$ cat config.mk
export PLATFORM = sky130hd
export DESIGN_NAME = intr_moderator
export DESIGN_NICKNAME = d
export VERILOG_FILES = /design/src/rtl/intr_mod_pkg.sv /design/src/rtl/intr_delay_pair.sv /design/src/rtl/intr_mod_datapath.sv /design/src/rtl/intr_mod_ctrl.sv /design/src/rtl/intr_moderator.sv
export SDC_FILE = /design/constraint.sdc
export NUM_CORES = 1
export LEC_CHECK = 0
export ABC_AREA = 0
export CORE_UTILIZATION = 30
export CTS_CLUSTER_SIZE = 25
export DETAILED_ROUTE_END_ITERATION = 8
export GPL_TIMING_DRIVEN = 0
export SYNTH_ARGS = -nofsm -noshare
export SYNTH_HDL_FRONTEND = slang
export SYNTH_HIERARCHICAL = 1
export SYNTH_SLANG_ARGS = --single-unit
$ cat constraint.sdc
create_clock -name clk -period 4.3 [get_ports clk]
set_clock_uncertainty 0.05 [all_clocks]
set_input_delay 0.86 -clock clk [delete_from_list [all_inputs] [get_ports clk]]
set_output_delay 0.86 -clock clk [all_outputs]
set_load 0.01 [all_outputs]
$ cat src/rtl/intr_mod_pkg.sv
package intr_mod_pkg;
  localparam int CAUSE_TX = 0;
  localparam int CAUSE_RX = 1;
  localparam int NUM_DIR  = 2;

  typedef struct packed {
    logic throttleLoad;
  } ctlStrobe_t;

  typedef struct packed {
    logic [NUM_DIR-1:0] timerFire;
    logic [NUM_DIR-1:0] nowFire;
    logic               throttleBusy;
  } dpStatus_t;
endpackage

$ cat src/rtl/intr_delay_pair.sv
module intr_delay_pair #(
  parameter int TW = 16
) (
  input  logic          clk,
  input  logic          rstN,
  input  logic          unitTick,
  input  logic          evt,
  input  logic [TW-1:0] pktDly,
  input  logic [TW-1:0] absDly,
  output logic          timerFire,
  output logic          nowFire
);
  logic [TW-1:0] pktCnt, absCnt;
  logic          pktRun, absRun;
  logic          pktDone, absDone, flushAny;

  assign pktDone   = unitTick && pktRun && (pktCnt == TW'(1));
  assign absDone   = unitTick && absRun && (absCnt == TW'(1));
  assign timerFire = pktDone || absDone;
  assign nowFire   = evt && (pktDly == '0);
  assign flushAny  = timerFire || nowFire;

  always_ff @(posedge clk) begin
    if (!rstN) begin
      pktCnt <= '0;
      absCnt <= '0;
      pktRun <= 1'b0;
      absRun <= 1'b0;
    end else begin
      if (flushAny) begin
        pktRun <= 1'b0;
        absRun <= 1'b0;
      end else if (unitTick) begin
        if (pktRun) pktCnt <= pktCnt - TW'(1);
        if (absRun) absCnt <= absCnt - TW'(1);
      end
      if (evt && (pktDly != '0)) begin
        pktCnt <= pktDly;
        pktRun <= 1'b1;
        if ((!absRun || timerFire) && (absDly != '0)) begin
          absCnt <= absDly;
          absRun <= 1'b1;
        end
      end
    end
  end
endmodule

$ cat src/rtl/intr_mod_datapath.sv
module intr_mod_datapath
  import intr_mod_pkg::*;
#(
  parameter int TW          = 16,
  parameter int UNIT_CYCLES = 102
) (
  input  logic          clk,
  input  logic          rstN,
  input  logic          rxPktEvt,
  input  logic          txDoneEvt,
  input  logic [TW-1:0] rxPktDly,
  input  logic [TW-1:0] rxAbsDly,
  input  logic [TW-1:0] txPktDly,
  input  logic [TW-1:0] txAbsDly,
  input  logic [TW-1:0] throttleIntv,
  input  ctlStrobe_t    ctl,
  output dpStatus_t     dpSt,
  output logic [TW-1:0] thrCnt,
  output logic          rxFlushReq,
  output logic          txFlushReq
);
  localparam int PW = (UNIT_CYCLES > 1) ? $clog2(UNIT_CYCLES) : 1;

  logic [PW-1:0]      preCnt;
  logic               unitTick;
  logic [NUM_DIR-1:0] evtVec, tFire, nFire;
  logic [TW-1:0]      pktArr [NUM_DIR];
  logic [TW-1:0]      absArr [NUM_DIR];
  logic [NUM_DIR-1:0] flushQ;

  generate
    if (UNIT_CYCLES > 1) begin : g_pre
      assign unitTick = (preCnt == PW'(UNIT_CYCLES - 1));
      always_ff @(posedge clk) begin
        if (!rstN || unitTick) preCnt <= '0;
        else                   preCnt <= preCnt + PW'(1);
      end
    end else begin : g_nopre
      assign unitTick = 1'b1;
      always_ff @(posedge clk) preCnt <= '0;
    end
  endgenerate

  assign evtVec[CAUSE_TX] = txDoneEvt;
  assign evtVec[CAUSE_RX] = rxPktEvt;
  assign pktArr[CAUSE_TX] = txPktDly;
  assign pktArr[CAUSE_RX] = rxPktDly;
  assign absArr[CAUSE_TX] = txAbsDly;
  assign absArr[CAUSE_RX] = rxAbsDly;

  for (genvar d = 0; d < NUM_DIR; d++) begin : g_dir
    intr_delay_pair #(.TW(TW)) u_pair (
      .clk      (clk),
      .rstN     (rstN),
      .unitTick (unitTick),
      .evt      (evtVec[d]),
      .pktDly   (pktArr[d]),
      .absDly   (absArr[d]),
      .timerFire(tFire[d]),
      .nowFire  (nFire[d])
    );
  end

  always_ff @(posedge clk) begin
    if (!rstN) begin
      thrCnt <= '0;
      flushQ <= '0;
    end else begin
      flushQ <= tFire | nFire;
      if (ctl.throttleLoad)                 thrCnt <= throttleIntv;
      else if (unitTick && thrCnt != '0)    thrCnt <= thrCnt - TW'(1);
    end
  end

  assign dpSt.timerFire    = tFire;
  assign dpSt.nowFire      = nFire;
  assign dpSt.throttleBusy = (thrCnt != '0);
  assign rxFlushReq        = flushQ[CAUSE_RX];
  assign txFlushReq        = flushQ[CAUSE_TX];
endmodule

$ cat src/rtl/intr_mod_ctrl.sv
module intr_mod_ctrl
  import intr_mod_pkg::*;
(
  input  logic               clk,
  input  logic               rstN,
  input  dpStatus_t          dpSt,
  input  logic               maskSetWr,
  input  logic               maskClrWr,
  input  logic [NUM_DIR-1:0] maskWrData,
  input  logic               causeRdStb,
  output ctlStrobe_t         ctl,
  output logic [NUM_DIR-1:0] pendBits,
  output logic [NUM_DIR-1:0] maskBits,
  output logic               irqOut
);
  logic [NUM_DIR-1:0] posts, pendNext, maskNext;
  logic               want, grant, irqNext;

  assign posts = dpSt.timerFire | dpSt.nowFire;

  always_comb begin
    pendNext = (causeRdStb ? '0 : pendBits) | posts;
    maskNext = maskBits;
    if (maskSetWr)      maskNext = maskBits | maskWrData;
    else if (maskClrWr) maskNext = maskBits & ~maskWrData;
    want    = |(pendNext & maskNext);
    grant   = !dpSt.throttleBusy || (|dpSt.nowFire) || maskSetWr;
    irqNext = want && (irqOut || grant);
  end

  assign ctl.throttleLoad = irqNext && !irqOut;

  always_ff @(posedge clk) begin
    if (!rstN) begin
      pendBits <= '0;
      maskBits <= '0;
      irqOut   <= 1'b0;
    end else begin
      pendBits <= pendNext;
      maskBits <= maskNext;
      irqOut   <= irqNext;
    end
  end
endmodule

$ cat src/rtl/intr_moderator.sv
module intr_moderator
  import intr_mod_pkg::*;
#(
  parameter int TW          = 16,
  parameter int UNIT_CYCLES = 102
) (
  input  logic          clk,
  input  logic          rstN,
  input  logic          rxPktEvt,
  input  logic          txDoneEvt,
  input  logic [TW-1:0] rxPktDly,
  input  logic [TW-1:0] rxAbsDly,
  input  logic [TW-1:0] txPktDly,
  input  logic [TW-1:0] txAbsDly,
  input  logic [TW-1:0] throttleIntv,
  input  logic          maskSetWr,
  input  logic          maskClrWr,
  input  logic [1:0]    maskWrData,
  input  logic          causeRdStb,
  output logic [1:0]    causeRdData,
  output logic          rxFlushReq,
  output logic          txFlushReq,
  output logic          irqOut
);
  ctlStrobe_t         ctl;
  dpStatus_t          dpSt;
  logic [TW-1:0]      thrCnt;
  logic [NUM_DIR-1:0] pendBits, maskBits;

  intr_mod_datapath #(.TW(TW), .UNIT_CYCLES(UNIT_CYCLES)) u_dp (
    .clk(clk), .rstN(rstN), .rxPktEvt(rxPktEvt), .txDoneEvt(txDoneEvt),
    .rxPktDly(rxPktDly), .rxAbsDly(rxAbsDly), .txPktDly(txPktDly),
    .txAbsDly(txAbsDly), .throttleIntv(throttleIntv), .ctl(ctl),
    .dpSt(dpSt), .thrCnt(thrCnt), .rxFlushReq(rxFlushReq),
    .txFlushReq(txFlushReq)
  );

  intr_mod_ctrl u_ctrl (
    .clk(clk), .rstN(rstN), .dpSt(dpSt), .maskSetWr(maskSetWr),
    .maskClrWr(maskClrWr), .maskWrData(maskWrData), .causeRdStb(causeRdStb),
    .ctl(ctl), .pendBits(pendBits), .maskBits(maskBits), .irqOut(irqOut)
  );

  assign causeRdData = pendBits;
endmodule

Word level (Yosys, flattened, before mapping)
Index checks and enable logic that the tools add are counted.

storage, ports and cells
  register bits after elaboration = 98
  output and inout bits = 5
  word-level logic and storage cells = 116

cells by class
  mux-type cells = 33
  add/subtract/negate cells = 6
  equal/unequal tests = 7
  bitwise logic cells = 6
  reductions and logical operators = 50

operator list
  kind                                                                   number
  16-bit 2-to-1 mux                                                      20
  16-bit nonzero test                                                    5
  16-bit by 1-bit subtractor with 16-bit output (second input constant)  5
  16-bit by 1-bit == test with 1-bit output (second input constant)      4
  16-bit zero test                                                       2
  1-bit logical AND                                                      17
  2-bit nonzero test                                                     7
  1-bit logical OR                                                       10
  1-bit 2-to-1 mux                                                       10
  7-bit by 1-bit adder with 7-bit output (second input constant)         1
  7-bit == test (second input constant)                                  1
  2-bit 2-to-1 mux                                                       3
  2-bit OR                                                               3
  3-bit AND reduction                                                    2
  1-bit zero test                                                        5
  2-bit AND                                                              2
  2-bit by 1-bit != test with 1-bit output (second input constant)       2
  2-bit OR reduction                                                     2
  2-bit NOT                                                              1

Longest topological paths before layout
Gate-level depths: netlist of the first run.

  word-level depth = 11
  mapped depth = 16
  gate-level depth less buffers = 15

Modules after synthesis
Netlist of the first run, hierarchy kept.

modules (own cells, without submodules)
  module                                   cells each  area each (um^2)  times used
  intr_delay_pair at u_dp.g_dir[0].u_pair  290         2346.0            1
  intr_delay_pair at u_dp.g_dir[1].u_pair  266         2094.5            1
  intr_mod_datapath                        174         1412.6            1
  intr_mod_ctrl                            26          227.7             1

Least setup slack after synthesis of the first run
No wires, ideal clock.

  kind = register -> register
  start = register u_dp.preCnt[0]
  end = register u_dp.thrCnt[12]
  buffers on the path = 1
  clock period less this slack = 3.477 ns
  setup time = 0.092 ns
  slack = 0.823 ns
  arrival time = 3.335 ns
  stages on the path, launching flop included = 14
  data required time = 4.158 ns
  cells stage by stage = dfxtp_1 -> ha_1 -> and2_1 -> nand2_1 -> inv_1 -> nand2_1 -> or2_2 -> o41ai_1 -> o32ai_1 -> a211oi_1 -> clkbuf_1 -> nand2_1 -> o31a_1 -> o32ai_1

RTL lines
  item                    line                     RTL
  from (decl)             intr_mod_datapath.sv:24  logic [PW-1:0] preCnt;
  from (signal assigned)  intr_mod_datapath.sv:36  else preCnt <= preCnt + PW'(1);
  to (signal assigned)    intr_mod_datapath.sv:70  if (ctl.throttleLoad) thrCnt <= throttleIntv;
  to (signal assigned)    intr_mod_datapath.sv:71  else if (unitTick && thrCnt != '0) thrCnt <= thrCnt - TW'(1);
  to (decl)               intr_mod_datapath.sv:18  output logic [TW-1:0] thrCnt,

==> summary by stage, run 1 <==
Critical path
The required time of the worst setup path is 4.51 ns. The startpoint identified for the worst register-to-register timing path is u_dp/preCnt[1]$_SDFF_PP0_. The worst setup path is launched from an input port. The worst setup path is captured at a flop.

The type of the setup path with the least slack is input port to flop. STA puts the critical path data arrival time at 4.14 ns. Tracing the worst setup path back leads to its startpoint at txPktDly[7]. Along the worst path, the maximum fanout reaches 11.

Yosys
The number of warnings issued by yosys is 6. In this run, distinct cell masters in the synthesized netlist total 82. For this run, asynchronously set or reset flops after synthesis account for 0%. By area the synthesized netlist is led by dfxtp_1 (32%), nand4_1 (3.3%), a21oi_1 (3.2%). The average cell area after synthesis is 8.04 um2.

The biggest area consumer among synthesized cells is dfxtp_1. After synthesis the cells add up to 6080 um2. The number of enable-type register cells in the synthesized netlist is 0. The most used flip-flop cell after synthesis is dfxtp_1. The number of nets produced by synthesis is 856. The sequential fraction of the synthesis area is 32.3%. The synthesized design contains 98 register bits. The number of cells produced by synthesis is 756. The synthesized design devotes to its leading area cell type 32.3% of total area.

Timing
The final sum of negative setup slack is 0 ns. For the pin with the worst max-slew slack, the measured transition is 0.849 ns. The final-report hold violation count is 0.

After layout, the minimum clock period comes to 3.93 ns. Timing would allow up to 254 MHz. Setup repair after global routing left no endpoint under its margin.

The number of max-slew violations in the final report came to 0. The number of setup violations in the final report is 0. Of the available clock period, the critical path in the final layout requires 91.5%. The worst slew margin relative to its limit is 42.6%.

Cells and area
The final design instance area without fill is 7730 um2. In the final layout, the share of cells above drive strength 1 is 8.30%. The area growth from synthesis to layout is 27.2%. The repair_antennas step left the layout with diodes totalling 0.

The count of fill cells added during filler insertion is 2091. The number of nets at the end of the flow is 962.

Detailed routing
After detailed routing, the average wire length per cell comes to 17.3 um. The average vias per placed instance is 5.71. The number of vias in the routed layout is 6460. The count of TritonRoute iterations in the first routing pass is 5. The count of nets left with antenna violations once routing finished came out at 0. The number of remaining DRC errors is 0. The number of DRC markers after the initial detailed-route iteration is 382.

The routed wire length is 19.6 mm.

Flow run
The tool flagged a number of max-cap violations equal to 0.

Floorplan
The vertical extent of the die is 144 um. The initial utilization of the core area, before any placement, comes to 30.9%. Row generation in the floorplan step produced 51 rows. The core box area is 19700 um2. The floorplan die area is 20800 um2. For this design the top-level I/O count stands at 94.

The die outline width is 144 um.

Clock tree
Clock-pin slew was measured on the worst setup and hold paths at 0.07 ns. The clock tree from TritonCTS is built. The longest clock path from root to sink contains 2 buffers. The number of hold buffers added after CTS is 0.

The later pin in the worst-skew pair is clocked with a latency of 0.35 ns. Clock tree synthesis selected as its root buffer the cell clkbuf_16. The clock net in this run drives a total of 98 sinks. The H-tree depth reported by CTS is 3. The number of buffers created by CTS is 9.

Run status
The flow ran to the end, and the final reports show no timing, DRC or antenna violations.

GRT
The via count of the first global-routing pass is 6049. The initial antenna violation count came to 0. The overall fraction of global-route tracks in use is 19.3%. Entering global routing, the biggest net connects 17 pins. Summed over all layers, the global routing overflow is 0.

The global-route wire length before repair is 31.3 mm.

Placed design
The congestion estimate from routability-driven global placement came to 0.825. During placement, the flow inserted port buffers numbering 92. Summed over all nets, the half-perimeter wirelength after detailed placement is 14.4 mm.

Summing all placed instances gives a cell area of 7330 um2.

Worst hold path
The startpoint identified for the worst hold timing path is u_dp/g_dir[0].u_pair/pktCnt[10]$_SDFFE_PN0P_. The tightest min-delay check is of the flop to flop type.

Pwr
The peak supply drop is 160 uV. The power density over the cells is 297 nW/um2. The leakage power is 2.73 nW.
[synth_stat cells (19+ instances only)]
master,count
dfxtp_1,98
nor3_1,24
a211oi_1,23
o21ai_0,33
a21oi_1,39
clkbuf_1,30
nand4_1,32
a31oi_1,21
nand2_1,42
nand3_1,33
nor4_1,28
nor2_1,52
a311oi_1,19
inv_1,37
[area by class of cell]
cell class	instances	area [um2]	area share, %
inverter	37	143	1.84
timing repair buffer	96	963	12.5
multi-input combinational	575	3780	48.9
clock inverter	4	73.8	0.955
sequential	98	1960	25.4
tap	265	332	4.29
buffer	45	224	2.90
clock buffer	12	256	3.32
[path summary, 6_finish.rpt]
kind | end | slack (ns) | depth (start not counted)
max | u_dp/thrCnt[12]$_SDFFE_PN0P_ | 0.37 | 9
min | u_dp/g_dir[0].u_pair/pktCnt[10]$_SDFFE_PN0P_ | 0.43 | 2
min reg2reg | u_dp/g_dir[0].u_pair/pktCnt[10]$_SDFFE_PN0P_ | 0.43 | 2
max reg2reg | u_dp/thrCnt[11]$_SDFFE_PN0P_ | 0.45 | 16
[flip-flops by register name, indices dropped and copies added (netlist names)]
register / flops
u_ctrl/pendBits: 2
u_dp/thrCnt: 16
u_dp/g_dir.u_pair/pktRun: 2
u_dp/preCnt: 7
u_ctrl/irqOut: 1
u_dp/flushQ: 2
u_dp/g_dir.u_pair/absRun: 2
u_dp/g_dir.u_pair/pktCnt: 32
u_ctrl/maskBits: 2
u_dp/g_dir.u_pair/absCnt: 32
[cell usage in the layout (no fill, tap or decap), types with 15 or more instances in the layout]
cell,Yosys,final
clkdlybuf4s50_1,0,92
and3_1,15,15
dfxtp_1,98,98
or4_1,15,15
clkbuf_1,30,28
a211oi_1,23,22
nor4_1,28,27
nand3_1,33,33
nand4_1,32,32
nor3_1,24,24
o21ai_0,33,33
nand2_1,42,42
xor2_1,18,18
a311oi_1,19,19
a21oi_1,39,39
nor2_1,52,52
a31oi_1,21,21
inv_1,37,36
[worst max-delay path, stage by stage]
cell	delay [ns]
clkdlybuf4s50_1	0.45
nor4_1	0.48
and4_1	0.45
and2_1	0.47
o32ai_1	0.22
a211oi_2	0.44
clkbuf_2	0.32
a21oi_1	0.17
o32ai_1	0.27
[routing by layer]
layer  track usage [%]  vias up  share of wire, %
li1                  -     3157                 -
met1              26.3     3046                47
met2              30.3      235                45
met3              3.44       22               6.4
met4              7.15        0               1.3
met5                 0        -                 0
[power breakdown]
part           internal [W]  switching, W
clock network      0.000543      0.000367
logic              0.000181      0.000197
registers          0.000959     0.0000505
total               0.00168      0.000615
[cells by family (layout without fill, tap and decap cells)]
| logic type | Yosys count | count (layout) | synth area share, % |
|---|---|---|---|
| compound gates | 228 | 228 | 26.0 |
| xor+xnor | 22 | 22 | 3.17 |
| fa+ha+maj | 11 | 11 | 2.26 |
| buf+inv | 83 | 194 | 5.99 |
| flops | 98 | 98 | 32.3 |
| mux | 2 | 2 | 0.411 |
| simple gates | 312 | 312 | 29.9 |
[through the flow]
stage / hold slack (ns) / cells / utilization [%] / total power [W] / setup WS [ns]
floorplan: 0.392 / 756 / - / 0.00123 / 0.823
global placement: 0.412 / 1113 / 37.3 / 0.00140 / -0.595
detailed placement: 0.416 / 1113 / 37.3 / 0.00140 / -0.630
CTS: 0.427 / 1128 / 39.1 / 0.00232 / 0.0224
global route: 0.455 / 1132 / 39.3 / 0.00240 / 0.0654
finish: 0.426 / 1132 / 39.3 / 0.00230 / 0.366
[repair_timing]
item	4_1_cts	5_1_grt
gates resized for setup	3	6
pin swaps	0	0
buffers inserted	0	4
setup endpoints to repair	16	15
cloned	0	0
(Power assumes the default switching activity.)
==> inputs of run 2 (changes only) <==
Settings changed: GPL_ROUTABILITY_DRIVEN from default to 0, SLEW_MARGIN from default to 40.
==> results of run 2 <==
The final DEF is identical to that of run 1; final timing and power are the same.
